### src/rtl/qsb_pkg.sv
package qsb_pkg;

  typedef enum logic [1:0] {
    CORR_NONE   = 2'd0,
    CORR_EXTEND = 2'd1,
    CORR_CUT    = 2'd2
  } corr_e;

  function automatic logic [31:0] min_u32(input logic [31:0] a, input logic [31:0] b);
    return (a < b) ? a : b;
  endfunction

  // dead gap actually applied: a zero setting still gives one clock
  function automatic logic [31:0] dead_cycles(input logic [31:0] d);
    return (d == 32'd0) ? 32'd1 : d;
  endfunction

  // end (exclusive) of the high-side stretch after an under-limit sample in quarter k
  function automatic logic [31:0] quarter_end(input logic [31:0] k, input logic [31:0] q,
                                              input logic [31:0] cap);
    return min_u32((k + 32'd1) * q, cap);
  endfunction

endpackage

### src/rtl/qsb_period_timer.sv
module qsb_period_timer #(
  parameter int CNT_W   = 10,
  parameter int OS_LOG2 = 2
) (
  input  logic             clk,
  input  logic             rst_n,
  input  logic [CNT_W-1:0] period_i,
  input  logic [CNT_W-1:0] duty_i,
  input  logic [CNT_W-1:0] duty_max_i,
  output logic [CNT_W-1:0] cnt_o,
  output logic             last_o,
  output logic [CNT_W-1:0] quarter_o,
  output logic [CNT_W-1:0] duty_eff_o,
  output logic [CNT_W-1:0] dmax_o
);

  logic [CNT_W-1:0] cnt_q, per_q, duty_q, dmax_q;

  // wrap when the next count would reach the period (also true for a zero period after reset)
  assign last_o     = ({1'b0, cnt_q} + {{CNT_W{1'b0}}, 1'b1}) >= {1'b0, per_q};
  assign cnt_o      = cnt_q;
  assign quarter_o  = per_q >> OS_LOG2;
  assign duty_eff_o = duty_q;
  assign dmax_o     = dmax_q;

  always_ff @(posedge clk or negedge rst_n) begin
    if (!rst_n) begin
      cnt_q  <= '0;
      per_q  <= '0;
      duty_q <= '0;
      dmax_q <= '0;
    end else if (last_o) begin
      cnt_q  <= '0;
      per_q  <= period_i;
      duty_q <= CNT_W'(qsb_pkg::min_u32(32'(duty_i), 32'(duty_max_i)));
      dmax_q <= duty_max_i;
    end else begin
      cnt_q  <= cnt_q + 1'b1;
    end
  end

  // the counter never leaves the captured period
  a_r1_cnt_in_range: assert property (@(posedge clk) disable iff (!rst_n)
    (per_q != '0) |-> (cnt_q < per_q));

endmodule

### src/rtl/qsb_window_corrector.sv
module qsb_window_corrector #(
  parameter int CNT_W   = 10,
  parameter int OS_LOG2 = 2
) (
  input  logic             clk,
  input  logic             rst_n,
  input  logic [CNT_W-1:0] cnt_i,
  input  logic             last_i,
  input  logic [CNT_W-1:0] quarter_i,
  input  logic [CNT_W-1:0] duty_eff_i,
  input  logic [CNT_W-1:0] dmax_i,
  input  logic             os_en_i,
  input  logic             ov_i,
  input  logic             uv_i,
  output logic             hs_req_o,
  output logic             ov_take_o,
  output logic             uv_take_o,
  output logic             ov_evt_o,
  output logic             uv_evt_o
);

  localparam int NSAMP = 1 << OS_LOG2;

  qsb_pkg::corr_e   corr_q;
  logic [CNT_W-1:0] ext_end_q;
  logic             ov_evt_q, uv_evt_q;

  logic [CNT_W-1:0] samp_pt  [NSAMP];
  logic [CNT_W-1:0] samp_end [NSAMP];
  logic             hit_any;
  logic [CNT_W-1:0] hit_end;
  logic             samp_now;

  for (genvar k = 0; k < NSAMP; k++) begin : g_pts
    assign samp_pt[k]  = CNT_W'(k) * quarter_i;
    assign samp_end[k] = CNT_W'(qsb_pkg::quarter_end(32'(k), 32'(quarter_i), 32'(dmax_i)));
  end

  always_comb begin
    hit_any = 1'b0;
    hit_end = '0;
    for (int i = 0; i < NSAMP; i++) begin
      if (!hit_any && cnt_i == samp_pt[i]) begin
        hit_any = 1'b1;
        hit_end = samp_end[i];
      end
    end
  end

  assign samp_now  = os_en_i && hit_any && !last_i;
  assign ov_take_o = samp_now && ov_i;
  assign uv_take_o = samp_now && uv_i && !ov_i && (corr_q != qsb_pkg::CORR_CUT);

  always_ff @(posedge clk or negedge rst_n) begin
    if (!rst_n) begin
      corr_q    <= qsb_pkg::CORR_NONE;
      ext_end_q <= '0;
      ov_evt_q  <= 1'b0;
      uv_evt_q  <= 1'b0;
    end else begin
      ov_evt_q <= ov_take_o;
      uv_evt_q <= uv_take_o;
      if (last_i) begin
        corr_q <= qsb_pkg::CORR_NONE;
      end else if (ov_take_o) begin
        corr_q <= qsb_pkg::CORR_CUT;
      end else if (uv_take_o) begin
        corr_q    <= qsb_pkg::CORR_EXTEND;
        ext_end_q <= hit_end;
      end
    end
  end

  always_comb begin
    hs_req_o = 1'b0;
    if (corr_q != qsb_pkg::CORR_CUT) begin
      hs_req_o = (cnt_i < duty_eff_i) ||
                 ((corr_q == qsb_pkg::CORR_EXTEND) && (cnt_i < ext_end_q));
    end
  end

  assign ov_evt_o = ov_evt_q;
  assign uv_evt_o = uv_evt_q;

  // never both corrections reported together
  a_r6_evt_exclusive: assert property (@(posedge clk) disable iff (!rst_n)
    !(ov_evt_o && uv_evt_o));

  // events only follow a cycle with sampling enabled
  a_r8_evt_needs_enable: assert property (@(posedge clk) disable iff (!rst_n)
    (ov_evt_o || uv_evt_o) |-> $past(os_en_i));

  // an over-limit event lasts one cycle
  a_r7_ov_single: assert property (@(posedge clk) disable iff (!rst_n)
    (ov_evt_o && quarter_i > 1) |=> !ov_evt_o);

  // an under-limit event lasts one cycle
  a_r7_uv_single: assert property (@(posedge clk) disable iff (!rst_n)
    (uv_evt_o && quarter_i > 1) |=> !uv_evt_o);

endmodule

### src/rtl/qsb_gate_driver.sv
module qsb_gate_driver #(
  parameter int DEAD_W = 4
) (
  input  logic              clk,
  input  logic              rst_n,
  input  logic              hs_req_i,
  input  logic [DEAD_W-1:0] dead_i,
  output logic              hs_o,
  output logic              ls_o
);

  logic              hs_q, ls_q;
  logic [DEAD_W-1:0] gap_q;
  logic [DEAD_W-1:0] gap_load;

  assign gap_load = DEAD_W'(qsb_pkg::dead_cycles(32'(dead_i)) - 32'd1);

  always_ff @(posedge clk or negedge rst_n) begin
    if (!rst_n) begin
      hs_q  <= 1'b0;
      ls_q  <= 1'b0;
      gap_q <= '0;
    end else if (hs_req_i) begin
      if (ls_q) begin
        ls_q  <= 1'b0;
        gap_q <= gap_load;
      end else if (!hs_q) begin
        if (gap_q == '0) hs_q <= 1'b1;
        else             gap_q <= gap_q - 1'b1;
      end
    end else begin
      if (hs_q) begin
        hs_q  <= 1'b0;
        gap_q <= gap_load;
      end else if (!ls_q) begin
        if (gap_q == '0) ls_q <= 1'b1;
        else             gap_q <= gap_q - 1'b1;
      end
    end
  end

  assign hs_o = hs_q;
  assign ls_o = ls_q;

  // switches never conduct together
  a_r9_never_both: assert property (@(posedge clk) disable iff (!rst_n)
    !(hs_q && ls_q));

  // high side only rises after a cycle with the low side off
  a_r9_gap_before_hs: assert property (@(posedge clk) disable iff (!rst_n)
    $rose(hs_q) |-> !$past(ls_q));

  // low side only rises after a cycle with the high side off
  a_r9_gap_before_ls: assert property (@(posedge clk) disable iff (!rst_n)
    $rose(ls_q) |-> !$past(hs_q));

endmodule

### src/rtl/qsbuck_mod.sv
module qsbuck_mod #(
  parameter int CNT_W   = 10,
  parameter int DEAD_W  = 4,
  parameter int OS_LOG2 = 2
) (
  input  logic              clk,
  input  logic              rst_n,
  input  logic [CNT_W-1:0]  period_i,
  input  logic [CNT_W-1:0]  duty_i,
  input  logic [CNT_W-1:0]  duty_max_i,
  input  logic              os_en_i,
  input  logic [DEAD_W-1:0] dead_i,
  input  logic              ov_i,
  input  logic              uv_i,
  output logic              hs_o,
  output logic              ls_o,
  output logic              ov_evt_o,
  output logic              uv_evt_o
);

  logic [CNT_W-1:0] cnt_w, quarter_w, duty_eff_w, dmax_w;
  logic             last_w;
  logic             hs_req_w, ov_take_w, uv_take_w;

  qsb_period_timer #(.CNT_W(CNT_W), .OS_LOG2(OS_LOG2)) u_timer (
    .clk        (clk),
    .rst_n      (rst_n),
    .period_i   (period_i),
    .duty_i     (duty_i),
    .duty_max_i (duty_max_i),
    .cnt_o      (cnt_w),
    .last_o     (last_w),
    .quarter_o  (quarter_w),
    .duty_eff_o (duty_eff_w),
    .dmax_o     (dmax_w)
  );

  qsb_window_corrector #(.CNT_W(CNT_W), .OS_LOG2(OS_LOG2)) u_corr (
    .clk        (clk),
    .rst_n      (rst_n),
    .cnt_i      (cnt_w),
    .last_i     (last_w),
    .quarter_i  (quarter_w),
    .duty_eff_i (duty_eff_w),
    .dmax_i     (dmax_w),
    .os_en_i    (os_en_i),
    .ov_i       (ov_i),
    .uv_i       (uv_i),
    .hs_req_o   (hs_req_w),
    .ov_take_o  (ov_take_w),
    .uv_take_o  (uv_take_w),
    .ov_evt_o   (ov_evt_o),
    .uv_evt_o   (uv_evt_o)
  );

  qsb_gate_driver #(.DEAD_W(DEAD_W)) u_drv (
    .clk      (clk),
    .rst_n    (rst_n),
    .hs_req_i (hs_req_w),
    .dead_i   (dead_i),
    .hs_o     (hs_o),
    .ls_o     (ls_o)
  );

  // once the cut is reported the high side is off from the next cycle
  a_r5_ov_cuts_hs: assert property (@(posedge clk) disable iff (!rst_n)
    ov_evt_o |=> !hs_o);

  // an over-limit take drops the high-side request in the following cycle
  a_r5_take_drops_req: assert property (@(posedge clk) disable iff (!rst_n)
    ov_take_w |=> !hs_req_w);

  // an under-limit take is reported in the following cycle
  a_r4_take_reported: assert property (@(posedge clk) disable iff (!rst_n)
    uv_take_w |=> uv_evt_o);

endmodule

### config.mk
export PLATFORM = sky130hd
export DESIGN_NAME = qsbuck_mod
export DESIGN_NICKNAME = d
export VERILOG_FILES = /design/src/rtl/qsb_pkg.sv /design/src/rtl/qsb_period_timer.sv /design/src/rtl/qsb_window_corrector.sv /design/src/rtl/qsb_gate_driver.sv /design/src/rtl/qsbuck_mod.sv
export SDC_FILE = /design/constraint.sdc
export NUM_CORES = 1
export LEC_CHECK = 0
export BUFFER_PORTS_ARGS = -buffer_cell sky130_fd_sc_hd__clkbuf_2
export CAP_MARGIN = 30
export CORE_ASPECT_RATIO = 0.6
export CORE_MARGIN = 4
export CORE_UTILIZATION = 62
export DETAILED_ROUTE_END_ITERATION = 6
export HOLD_SLACK_MARGIN = 0.1
export PLACE_DENSITY = 0.82
export RECOVER_POWER = 25
export SKIP_CTS_REPAIR_TIMING = 1
export SLEW_MARGIN = 20
export SYNTH_ARGS = -nofsm -noshare
export SYNTH_HDL_FRONTEND = slang
export SYNTH_SLANG_ARGS = --single-unit
### constraint.sdc
create_clock -name clk -period 4.8 [get_ports clk]
set_clock_uncertainty 0.1 [all_clocks]
set_input_delay 0.96 -clock clk [delete_from_list [all_inputs] [get_ports clk]]
set_output_delay 0.96 -clock clk [all_outputs]
set_load 0.05 [all_outputs]
Yosys cells after proc, flatten, opt, wreduce, memory -nomap -nowiden
Cells that the tools add are included.

Flip-flop bits (word level): 60. Bits of input ports: 39.

Add/sub/neg operators: 4. Multiply operators: 2. Order comparisons: 8. Eq/ne operators: 9. Multiplexer cells: 32. Bitwise operators: 2. Reductions and logical operators: 22.

Operators by type and width (count): $mux W10 (10); $lt A10 B10 Y1 (4); $mux W4 (7); $mul A2 B8 Y10 const A (2); $lt A12 B10 Y1 (1); $mux W1 (12); $add A10 B1 Y11 const B (1); $ge A11 B10 Y1 (1); $add A10 B1 Y10 const B (1); $eq A10 B10 Y1 (1); $eq A10 B8 Y1 (1); $eq A10 B9 Y1 (1); $logic_and A1 B1 Y1 (10); $logic_not A10 Y1 (1); $lt A8 B10 Y1 (1); $lt A9 B10 Y1 (1); $logic_not A4 Y1 (2); $sub A4 B1 Y4 const B (2); $mux W2 (3); $ne A2 B2 Y1 const B (3); $logic_not A1 Y1 (5); $ne A3 B2 Y1 const B (1); $ne A3 B3 Y1 const B (1); $reduce_and A3 Y1 (1); 5 further kinds (6).

Depth between registers and ports, before layout
Gate-level depths: netlist of run 1.

Word-level depth: 19. Mapped depth: 18. Gate-level depth less buffers: 17.

Cells and area by module
A second synthesis of run 1 with hierarchy kept.

Cells, all modules: 625. Area total of the unflattened synthesis: 5814.3 sq um.

Modules (own cells, without submodules): qsb_window_corrector (times used 1, cells each 390, area an instance 3116.7 sq um); qsb_period_timer (times used 1, cells each 194, area an instance 2299.7 sq um); qsb_gate_driver (times used 1, cells each 41, area an instance 397.9 sq um).

Worst setup path before layout of run 1
Ideal clock, no wire load.

Path type: flip-flop to flip-flop. From: register u_timer.per_q[3]. To: register u_corr.ext_end_q[2]. Arrival time: 4056 ps. Required time: 4571 ps. Setup slack: 515 ps. Cell stages (with the launch flop): 18. Period minus slack after synthesis: 4285 ps. Cells stage by stage: dfrtp_1 > clkbuf_1 > inv_1 > fa_1 > and2b_1 > o221ai_1 > a21oi_1 > xor2_1 > inv_1 > ha_1 > a2111oi_0 > o21a_1 > o211a_1 > and4b_1 > o31ai_1 > o31ai_4 > a221oi_1 > a21oi_2.

Cells in the longest elaborated chain, start to end: 15.

Ends and longest elaborated chain: start: declaration (line qsb_period_timer.sv:17) `logic [CNT_W-1:0] cnt_q, per_q, duty_q, dmax_q;`; start signal: assignment (line qsb_period_timer.sv:34) `per_q <= period_i;`; parallel branches: the longest is 15 deep, another holds $lt A12 B10 Y1; end signal: assignment (line qsb_window_corrector.sv:69) `ext_end_q <= hit_end;`; end: declaration (line qsb_window_corrector.sv:25) `logic [CNT_W-1:0] ext_end_q;`.

Several ways; the timed one is not identified. A chain may end at the register's enable or synchronous reset.

Worst setup path after layout of run 1
From: register u_timer.per_q[3]. To: register u_corr.ext_end_q[3].

The elaborated chain is that of the path after synthesis.

==> metrics.md, run 1 <==
| Metric | Value |
|---|---|
| Crit end category | register |
| Maximum number of pins on one net before global-route repair | about 70 |
| Clock network fraction of design power | a little over half |
| Worst Path Class, Setup | register to register |
| Total inserted antenna cells | 0 |
| Seq cells post-synth | 60 |
| Antenna violations before repair | 3 |
| Count of clock tree sinks | 60 |
| Fin. max-slew vios | 44 |
| Combined area of all synthesized cells | 5580 um2 |
| Vias in the first global route | roughly 5000 |
| CP max FO | 8 |
| Share of total power in sequential cells | between 40% and 50% |
| Maximum level of the CTS H-tree | 3 |
| Fraction of layout instances using a drive strength above 1 | approximately 14% |
| Share of synthesized flip-flops with an asynchronous set or reset | 100% |
| Primary FF master, synth | sky130_fd_sc_hd__dfrtp_1 |
| Initial detailed-routing violation count | 550 |
| Endpoint arrival time on the critical path | approximately 4.7 ns |
| Clock Latency Late Sink | 0.34 ns |
| Minimum period implied by the final worst setup slack | around 4.6 ns |
| Ratio of final minimum period to clock period | between 90% and 100% |
| Transition time of the tightest slew-check pin | 2.33 ns |
| Yosys warning total | 0 |
| Inserted Clock Buffers | 9 |
| Largest stage delay on the critical path | ~0.4 ns |
| Routed wire length per instance | approximately 21 um |
| Layout Area Growth over Synthesis | 10.6% |
| PortBufs | 42 |
| Total power density per cell area | between 150 and 200 nW/um2 |
| Total I/O pin count | between 40 and 50 |
| Clock-pin slew on the worst setup and hold paths | 0.05 ns |
| Startpoint kind of the worst setup timing path | register |
| Clock tree from TritonCTS | yes |
| Count of distinct cell types in the synthesized netlist | 70 |
| Die ar. | ~11000 um2 |
| Global-route wire length before repair | between 20000 and 30000 um |
| Worst slew margin relative to its limit | -55.6% |
| Internal power of the cells | slightly below 0.001 W |
| Total vias in the final route | ~5200 |
| Instance count of the mapped netlist | between 600 and 700 |
| Detail Route Antenna Nets | 0 |
| Comb pwr share | 5.7% |
| Detailed Routing Iterations Pass 1 | 7 |
| Commonest cells after routing, fill and taps aside | 82 x sky130_fd_sc_hd__ha_1, 68 x sky130_fd_sc_hd__inv_1, 60 x sky130_fd_sc_hd__dfrtp_1, 49 x sky130_fd_sc_hd__nor2_1, 43 x sky130_fd_sc_hd__nand2_1 |
| FP Rows | 26 |
| Aggregate routed wire length | 16500 um |
| Sw Ratio | 21.4% |
| Hold Fails Final Rpt | 0 |
| Global Route Usage Sum | ~32% |
| Run status | complete, but fails checks |
| Fmax | 0.218 GHz |
| Setup violations, final | 0 |
| Global placement routability congestion | approximately 1 |
| Switching power | roughly 0.00026 W |
| Most common library cell in the layout ignoring fill and taps | sky130_fd_sc_hd__ha_1 |
| # fillers | about 650 |
| Synthesized Nets | 765 |
| Root Buffer Master | sky130_fd_sc_hd__clkbuf_16 |
| Chip height | between 80 and 90 um |
| Unrepaired setup endpoints after global routing | false |
| Placed insts | 776 |
| Post-synthesis average cell area | slightly below 9 um2 |
| Req. time, crit path | 4.91 ns |
| Die extent in x | roughly 130 um |
| Worst-path cell with the longest stage delay | sky130_fd_sc_hd__a2111oi_2 |
| Global route overflow | 0 |
| Starting Density | 64.7% |
| Cell Chain, Critical Path | ha_1 > inv_1 > fa_1 > and2b_1 > o221ai_1 > a21oi_2 > xor2_1 > inv_1 > ha_1 > a2111oi_2 > o21a_1 > o211a_1 > and4b_1 > o31ai_1 > o31ai_4 > a221oi_1 > a21oi_2 |
| HPWL after DPL | between 10000 and 15000 um |
| Type of the most critical hold path | register to register |
| Violations in the final reports | max-capacitance violations, max-slew violations |
| Number of violations of the max-capacitance limit | 1 |
| CTS Buffer Depth | 2 |
| Number of enable flip-flop cells after synthesis | 0 |
| Final instance count without filler cells | about 800 |
| Static leakage | a little over 3 nW |
| Maximum ir drop on the vdd rail | 0.178 mV |
| Number of nets at the end of the flow | 797 |
| Core outline area | approximately 8600 um2 |
| Final-layout setup total negative slack | 0 ns |
| Share of the yosys chip area belonging to registers | between 20% and 30% |
| # DRC | 0 |
| Via density | ~6.5 |
-- final timing paths --
check | end | slack (ns) | from | depth (start not counted)
max in group asynchronous | u_timer.per_q[8]$_DFFE_PN0P_ | 1.23 | rst_n | 2
min in group asynchronous | u_timer.dmax_o[8]$_DFFE_PN0P_ | 0.66 | rst_n | 1
max | u_corr.ext_end_q[3]$_DFFE_PN0P_ | 0.21 | u_timer.per_q[3]$_DFFE_PN0P_ | 17
min reg2reg | u_timer.per_q[0]$_DFFE_PN0P_ | 0.42 | u_timer.per_q[0]$_DFFE_PN0P_ | 1
min | u_timer.per_q[0]$_DFFE_PN0P_ | 0.42 | u_timer.per_q[0]$_DFFE_PN0P_ | 1
max reg2reg | u_corr.ext_end_q[3]$_DFFE_PN0P_ | 0.21 | u_timer.per_q[3]$_DFFE_PN0P_ | 17
-- synthesized netlist by cell type, drive strengths merged, types with 5 or more instances --
| library cell | n | area, um2 |
|---|---|---|
| ha | 82 | 1030 |
| inv | 68 | 255 |
| dfrtp | 60 | 1500 |
| nor2 | 52 | 203 |
| nand2 | 43 | 161 |
| o21ai | 42 | 210 |
| a21oi | 39 | 229 |
| clkbuf | 23 | 86.3 |
| xor2 | 19 | 166 |
| mux2i | 18 | 180 |
| xnor2 | 18 | 158 |
| a21o | 15 | 113 |
| nand3 | 12 | 60.1 |
| buf | 11 | 72.6 |
| nor3 | 11 | 60.1 |
| a211oi | 9 | 80.1 |
| nor2b | 9 | 56.3 |
| a32oi | 7 | 61.3 |
| or2 | 7 | 43.8 |
| or3 | 7 | 43.8 |
| a221oi | 6 | 52.6 |
| nand2b | 6 | 37.5 |
| a31oi | 5 | 31.3 |
| and3 | 5 | 31.3 |
| mux2 | 5 | 56.3 |
| o211ai | 5 | 37.5 |
-- metrics by stage --
stage               hold WS [ns]  area [um2]  utilization (%)  total power, W  setup WS (ns)
floorplan                  0.385        5580                -        0.000546          0.515
global placement           0.400        5870             68.1        0.000582          0.440
detailed placement         0.407        5870             68.1        0.000586          0.183
CTS                        0.419        6170             71.5         0.00123          0.157
global route               0.438        6170             71.6         0.00126         0.0471
finish                     0.422        6170             71.6         0.00123          0.208
-- sequential cells by signal, indices dropped and copies added, names as in the netlist --
| register | count |
|---|---|
| u_corr.ext_end_q | 10 |
| u_timer.cnt_o | 10 |
| u_corr.corr_q | 2 |
| u_corr.ov_evt_o | 1 |
| u_drv.hs_o | 1 |
| u_timer.dmax_o | 10 |
| u_timer.per_q | 10 |
| u_timer.duty_eff_o | 10 |
| u_drv.ls_o | 1 |
| u_corr.uv_evt_o | 1 |
| u_drv.gap_q | 4 |
-- metal layers --
layer  wire [um]  GRT usage (%)  vias up
li1            -              -     2341
met1        7050           44.9     2481
met2        6920           47.3      308
met3        2190           11.9       43
met4         287           9.03        4
met5          28              0        -
-- logic make-up (layout without fill, tap and decap cells) --
family / count (synthesis) / after routing / synth area share [%]
muxes: 23 / 23 / 4.24
DFF: 60 / 60 / 26.9
buffers and inverters: 102 / 139 / 7.42
and+or+nand+nor: 173 / 173 / 15.7
AOI/OAI and AO/OA: 163 / 163 / 20.4
xor gates and xnor gates: 39 / 39 / 6.61
adders and majority gates: 83 / 83 / 18.7
-- worst max-delay path, delay by kind of cell, from the launching register on --
family                     cells  cell delay, ns
adders and majority gates      3            0.94
buffers and inverters          2            0.15
AOI/OAI and AO/OA              9            2.21
DFF                            1            0.37
and+or+nand+nor                2            0.44
xor gates and xnor gates       1            0.26
-- cell type report --
cell class                 instances  area [um2]  share of cell area, %
multi-input combinational        481        3670                   59.5
sequential                        60        1500                   24.3
timing repair buffer              55         303                   4.91
clock buffer                      15         268                   4.34
inverter                          68         255                   4.14
tap                              112         140                   2.27
clock inverter                     1        30.0                  0.487
-- power by group through the flow --
stage	combinational [W]	clock, W	sequential, W
floorplan	0.0000310	0	0.000515
global placement	0.0000670	0	0.000515
detailed placement	0.0000705	0	0.000515
CTS	0.0000717	0.000656	0.000507
global route	0.0000785	0.000675	0.000506
finish	0.0000706	0.000654	0.000507
(Power assumes the default switching activity.)
==> inputs of run 2 (changes only) <==
CORE_MARGIN = 2   (was 4)
CORE_UTILIZATION = 35   (was 62)
PLACE_DENSITY = unset   (was 0.82)
clock period = 4 ns   (was 4.8 ns; I/O delays follow)
==> metrics.md, run 2 (synthesis results as in run 1) <==
| Metric | Value |
|---|---|
| CTS Buffer Depth | 2 |
| Via density | about 5.5 |
| Die ar. | between 15000 and 20000 um2 |
| Clock-pin slew on the worst setup and hold paths | 0.05 ns |
| PortBufs | between 40 and 50 |
| Detailed Routing Iterations Pass 1 | 5 |
| Global route overflow | 0 |
| Root Buffer Master | sky130_fd_sc_hd__clkbuf_16 |
| Hold Fails Final Rpt | 0 |
| Total I/O pin count | between 40 and 50 |
| Maximum number of pins on one net before global-route repair | between 40 and 50 |
| Fraction of layout instances using a drive strength above 1 | roughly 22% |
| Fmax | between 0.2 and 0.3 GHz |
| FP Rows | 35 |
| Inserted Clock Buffers | 9 |
| Detail Route Antenna Nets | 0 |
| Worst slew margin relative to its limit | less than 1% |
| Chip height | about 100 um |
| Endpoint arrival time on the critical path | approximately 4.1 ns |
| Global-route wire length before repair | between 20000 and 30000 um |
| Number of nets at the end of the flow | 828 |
| Unrepaired setup endpoints after global routing | true |
| Ratio of final minimum period to clock period | between 90% and 100% |
| Req. time, crit path | 4.11 ns |
| Static leakage | between 3 and 4 nW |
| # DRC | 0 |
| Setup violations, final | 0 |
| CP max FO | 8 |
| HPWL after DPL | 13400 um |
| Starting Density | 36.1% |
| Core outline area | about 15000 um2 |
| Initial detailed-routing violation count | ~400 |
| Layout Area Growth over Synthesis | 20.4% |
| Aggregate routed wire length | between 15000 and 20000 um |
| Global Route Usage Sum | 20.2% |
| Total inserted antenna cells | 0 |
| # fillers | around 1500 |
| Maximum ir drop on the vdd rail | approximately 0.14 mV |
| Die extent in x | about 170 um |
| Count of clock tree sinks | 60 |
| Worst Path Class, Setup | register to register |
| Type of the most critical hold path | register to register |
| Final-layout setup total negative slack | 0 ns |
| Commonest cells after routing, fill and taps aside | 76 x sky130_fd_sc_hd__ha_1, 66 x sky130_fd_sc_hd__inv_1, 59 x sky130_fd_sc_hd__dfrtp_1, 46 x sky130_fd_sc_hd__nor2_1 |
| Transition time of the tightest slew-check pin | about 1.5 ns |
| Antenna violations before repair | 0 |
| Routed wire length per instance | ~19 um |
| Most common library cell in the layout ignoring fill and taps | sky130_fd_sc_hd__ha_1 |
| Total power density per cell area | approximately 220 nW/um2 |
| Clock Latency Late Sink | approximately 0.33 ns |
| Minimum period implied by the final worst setup slack | between 3 and 4 ns |
| Power Total | between 0.001 and 0.0015 W |
| Number of violations of the max-capacitance limit | 0 |
| Run status | finished clean |
| Total vias in the final route | 5059 |
| Crit end category | register |
| Maximum level of the CTS H-tree | 3 |
| Clock tree from TritonCTS | yes |
| Fin. max-slew vios | 0 |
| Vias in the first global route | 4738 |
| Global placement routability congestion | between 0.9 and 1 |
| Startpoint kind of the worst setup timing path | register |
[run 2: changes by cell type in the layout (fill, tap and decap cells not counted), sizes merged]
cell,previous run,this run
clkinv,0,2
buf,12,43
clkbuf,58,55
clkinvlp,0,1
[run 2: final timing paths]
kind                                              startpoint                                 to  slack [ns]  cells after the start
setup / recovery                u_timer.per_q[3]$_DFFE_PN0P_    u_corr.ext_end_q[4]$_DFFE_PN0P_        0.04                     17
hold / removal             u_timer.duty_eff_o[0]$_DFFE_PN0P_  u_timer.duty_eff_o[0]$_DFFE_PN0P_        0.42                      2
setup reg to reg                u_timer.per_q[3]$_DFFE_PN0P_    u_corr.ext_end_q[4]$_DFFE_PN0P_        0.04                     17
hold reg to reg            u_timer.duty_eff_o[0]$_DFFE_PN0P_  u_timer.duty_eff_o[0]$_DFFE_PN0P_        0.42                      2
max in group asynchronous                              rst_n       u_timer.per_q[6]$_DFFE_PN0P_        1.45                      2
min in group asynchronous                              rst_n          u_corr.ov_evt_o$_DFF_PN0_        0.72                      1
[run 2: metal layers]
layer | track usage (%) | up-vias | share of wire, %
li1 | - | 2410 | -
met1 | 32.0 | 2439 | 52
met2 | 26.8 | 196 | 38
met3 | 5.55 | 14 | 8.9
met4 | 3.71 | 0 | 0.65
met5 | 0 | - | 0
[run 2: power by group]
group | total, W | switching, W | internal, W
logic | 0.0000827 | 0.0000463 | 0.0000364
registers | 0.000608 | 0 | 0.000608
clock network | 0.000794 | 0.000280 | 0.000514
[run 2: through the flow]
step	hold slack, ns	utilization [%]	instances	setup WS [ns]	area (um2)
after floorplan	0.385	-	643	0.0408	5660
after global placement	0.404	40.3	890	-0.116	6240
after detailed placement	0.417	40.4	891	-0.181	6240
after CTS	0.425	42.4	907	-0.211	6550
after global routing	0.443	43.5	914	-0.117	6720
final	0.424	43.5	914	0.0358	6720
[run 2: area by class of cell]
| cell class | count | area (um2) | area share (%) |
|---|---|---|---|
| Tap cell | 203 | 254 | 3.78 |
| Clock buffer | 12 | 256 | 3.82 |
| Sequential cell | 60 | 1500 | 22.4 |
| Clock inverter | 4 | 47.5 | 0.708 |
| Timing Repair Buffer | 86 | 557 | 8.29 |
| Inverter | 68 | 255 | 3.80 |
| Multi-Input combinational cell | 481 | 3850 | 57.3 |
[run 2: worst max-delay path, stage by stage, from the launching register on]
cell                        delay [ns]
sky130_fd_sc_hd__dfrtp_1          0.39
sky130_fd_sc_hd__ha_2             0.21
sky130_fd_sc_hd__inv_2            0.04
sky130_fd_sc_hd__fa_2             0.34
sky130_fd_sc_hd__and2b_1          0.24
sky130_fd_sc_hd__o221ai_2         0.11
sky130_fd_sc_hd__a21oi_2          0.23
sky130_fd_sc_hd__xor2_2           0.21
sky130_fd_sc_hd__inv_2            0.07
sky130_fd_sc_hd__ha_4             0.23
sky130_fd_sc_hd__a2111oi_4        0.33
sky130_fd_sc_hd__o21a_1           0.16
sky130_fd_sc_hd__o211a_1          0.17
sky130_fd_sc_hd__and4b_1          0.23
sky130_fd_sc_hd__o31ai_4          0.21
sky130_fd_sc_hd__o31ai_4          0.19
sky130_fd_sc_hd__a221oi_2         0.31
sky130_fd_sc_hd__a21oi_2          0.07
==> inputs of run 3 (changes only) <==
ABC_AREA = 1   (was unset)
==> metrics.md, run 3 <==
| Metric | Value |
|---|---|
| Run status | complete, but fails checks |
| Violations in the final reports | max-capacitance violations, max-slew violations |
| Endpoint arrival time on the critical path | about 3.7 ns |
| Minimum period implied by the final worst setup slack | between 3 and 4 ns |
| Power Total | roughly 0.0017 W |
| Clock Latency Late Sink | ~0.33 ns |
| Total inserted antenna cells | 0 |
| Root Buffer Master | sky130_fd_sc_hd__clkbuf_16 |
| Hold Fails Final Rpt | 0 |
| Fin. max-slew vios | 31 |
| Instance count of the mapped netlist | around 900 |
| Met3 track demand over resource in global routing | between 7 and 8% |
| Static leakage | 3.62 nW |
| Worst slew margin relative to its limit | -21.9% |
| Unrepaired setup endpoints after global routing | false |
| CTS Buffer Depth | 2 |
| Worst Path Class, Setup | register to register |
| Reg-to-reg startpoint | u_timer.per_q[3]$_DFFE_PN0P_ |
| Count of clock tree sinks | 60 |
| Met1 usage | between 30% and 40% |
| Number of buffer and inverter instances along the worst setup path | 3 |
| Number of violations of the max-capacitance limit | 1 |
| Antenna violations before repair | 0 |
| Routed wire length per instance | 17.2 um |
| Req. time, crit path | roughly 4.2 ns |
| Number of cells traversed by the worst register-to-register path | 19 |
| CP max FO | 9 |
| Global placement routability congestion | between 1 and 1.5 |
| Aggregate routed wire length | 20000 um |
| # fillers | around 1800 |
| Die ar. | between 15000 and 20000 um2 |
| Most common library cell in the layout ignoring fill and taps | sky130_fd_sc_hd__nand2_1 |
| Type of the most critical hold path | input port to async pin |
| Most frequent cells after synthesis | 239 x sky130_fd_sc_hd__nand2_1, 115 x sky130_fd_sc_hd__inv_1, 82 x sky130_fd_sc_hd__ha_1, 82 x sky130_fd_sc_hd__nor2_1, 69 x sky130_fd_sc_hd__o21ai_0 |
| Ratio of final minimum period to clock period | ~89% |
| Critical path launch point | u_timer.per_q[3]$_DFFE_PN0P_ |
| HPWL after DPL | about 16000 um |
| # DRC | 0 |
| Crit end category | register |
| Total vias in the final route | ~6000 |
| Global-route wire length before repair | approximately 32000 um |
| Worst-path cell with the longest stage delay | sky130_fd_sc_hd__dfrtp_2 |
| Most repeated cell in the gate-level netlist after synthesis | sky130_fd_sc_hd__nand2_1 |
| Post-synthesis average cell area | approximately 6.7 um2 |
| Count of distinct cell types in the synthesized netlist | 36 |
| Commonest cells after routing, fill and taps aside | 239 x sky130_fd_sc_hd__nand2_1, 115 x sky130_fd_sc_hd__inv_1, 82 x sky130_fd_sc_hd__nor2_1, 82 x sky130_fd_sc_hd__ha_1, 69 x sky130_fd_sc_hd__o21ai_0 |
| Share of the yosys chip area belonging to registers | around a quarter |
| Final-layout setup total negative slack | 0 ns |
| Total number of cells along the worst setup path | 19 |
| Startpoint kind of the worst setup timing path | register |
| Maximum number of pins on one net before global-route repair | 66 |
| Maximum level of the CTS H-tree | 3 |
| Combined area of all synthesized cells | roughly 5900 um2 |
| Die extent in x | about 170 um |
| Largest stage delay on the critical path | 0.49 ns |
| Number of enable flip-flop cells after synthesis | 0 |
| Most used cell, CP | sky130_fd_sc_hd__nand2_1 |
| Clock-pin slew on the worst setup and hold paths | ~0.06 ns |
| FP Rows | 36 |
| Fraction of layout instances using a drive strength above 1 | roughly 11% |
| Synthesized Nets | 1004 |
| Most area-consuming cells after synthesis | sky130_fd_sc_hd__dfrtp_1 25%, sky130_fd_sc_hd__ha_1 17%, sky130_fd_sc_hd__nand2_1 15%, sky130_fd_sc_hd__inv_1 7.3%, sky130_fd_sc_hd__o21ai_0 5.8% |
| Primary FF master, synth | sky130_fd_sc_hd__dfrtp_1 |
| Total power density per cell area | 253 nW/um2 |
| Core outline area | ~16000 um2 |
| Yosys top cell by area | sky130_fd_sc_hd__dfrtp_1 |
| Detail Route Antenna Nets | 0 |
| Detailed Routing Iterations Pass 1 | 5 |
| Number of nets at the end of the flow | about 1100 |
| Global route overflow | 0 |
| Transition time of the tightest slew-check pin | around 1.8 ns |
| Top Usage Layer GRT | met1 |
| Total I/O pin count | 43 |
| Setup violations, final | 0 |
| Chip height | around 100 um |
| Seq cells post-synth | 60 |
| Fmax | approximately 0.28 GHz |
| Share of synthesized flip-flops with an asynchronous set or reset | 100% |
| Via density | 5.09 |
| Global Route Usage Sum | around a quarter |
| Inserted Clock Buffers | 9 |
| Crit-path leading delay family | adder cells |
| Starting Density | 36.2% |
| Yosys warning total | 0 |
| Clock tree from TritonCTS | yes |
| Vias in the first global route | about 5700 |
| Initial detailed-routing violation count | 730 |
| Met2 GRT Util | 30.0% |
| Cell Chain, Critical Path | ha_1 > inv_1 > fa_1 > inv_2 > nand3_1 > nand3_1 > nand2_1 > ha_1 > a21oi_1 > o21ai_0 > a21boi_0 > nand2_1 > inv_1 > nand2_1 > a21oi_1 > nor2_1 > nand2_1 > nor2_1 > nor2_1 |
| Yosys top cell area share | 25.3% |
| Maximum ir drop on the vdd rail | between 0.1 and 0.15 mV |
| PortBufs | 42 |
| Layout Area Growth over Synthesis | 13.8% |
-- run 3: path summary, 6_finish.rpt --
check                                                       end  slack (ns)
min in group clk                   u_corr.corr_q[1]$_DFFE_PN0P_        0.40
worst min-delay path            u_corr.ext_end_q[5]$_DFFE_PN0P_        0.27
worst min register to register     u_corr.corr_q[1]$_DFFE_PN0P_        0.40
worst max-delay path            u_corr.ext_end_q[5]$_DFFE_PN0P_        0.43
worst max register to register  u_corr.ext_end_q[5]$_DFFE_PN0P_        0.43
max in group asynchronous          u_timer.per_q[3]$_DFFE_PN0P_        1.36
-- run 3: per-layer routing --
layer,vias up,wire length (um)
met1,2688,10700
met5,-,0
met4,0,129
met3,13,2200
met2,228,6960
li1,3002,-
-- run 3: cell families (layout without fill, tap and decap cells) --
logic type,after synthesis,after routing,synth area share (%)
muxes,1,1,0.169
AOI/OAI and AO/OA,156,156,15.0
DFF,60,60,25.3
and+or+nand+nor,414,414,29.2
buffers and inverters,152,208,10.2
adders and majority gates,83,83,17.6
xor gates and xnor gates,16,16,2.49
-- run 3: power by group --
part           leakage (nW)  switching, W  internal [W]
sequential            0.607     0.0000313      0.000635
combinational          2.89      0.000214      0.000124
clock                 0.127      0.000290      0.000415
total                  3.62      0.000535       0.00117
-- run 3: through the flow --
step	hold WS [ns]	instances	util, %	instance area [um2]	setup slack [ns]
after floorplan	0.346	882	-	5940	0.922
after CTS	0.403	1165	41.2	6750	0.370
after global routing	0.294	1166	41.2	6760	0.0132
final	0.272	1166	41.2	6760	0.425
after detailed placement	0.392	1150	39.6	6490	0.407
after global placement	0.393	1150	39.6	6490	0.562
-- run 3: area by class of cell --
cell class | count | area (um2) | area share [%]
Clock buffer | 9 | 225 | 3.33
Sequential cell | 60 | 1500 | 22.2
Clock inverter | 6 | 42.5 | 0.630
Timing Repair Buffer | 65 | 390 | 5.78
Multi-Input combinational cell | 670 | 3830 | 56.7
Inverter | 128 | 480 | 7.11
Tap cell | 228 | 285 | 4.22
-- run 3: worst register-to-register path, stage by stage, from the launching register on --
cell	delay, ns
sky130_fd_sc_hd__dfrtp_2	0.49
sky130_fd_sc_hd__ha_1	0.25
sky130_fd_sc_hd__inv_1	0.07
sky130_fd_sc_hd__fa_1	0.47
sky130_fd_sc_hd__inv_2	0.09
sky130_fd_sc_hd__nand3_1	0.10
sky130_fd_sc_hd__nand3_1	0.14
sky130_fd_sc_hd__nand2_1	0.11
sky130_fd_sc_hd__ha_1	0.30
sky130_fd_sc_hd__a21oi_1	0.15
sky130_fd_sc_hd__o21ai_0	0.10
sky130_fd_sc_hd__a21boi_0	0.16
sky130_fd_sc_hd__nand2_1	0.19
sky130_fd_sc_hd__inv_1	0.26
sky130_fd_sc_hd__nand2_1	0.08
sky130_fd_sc_hd__a21oi_1	0.18
sky130_fd_sc_hd__nor2_1	0.07
sky130_fd_sc_hd__nand2_1	0.06
sky130_fd_sc_hd__nor2_1	0.04
sky130_fd_sc_hd__nor2_1	0.10
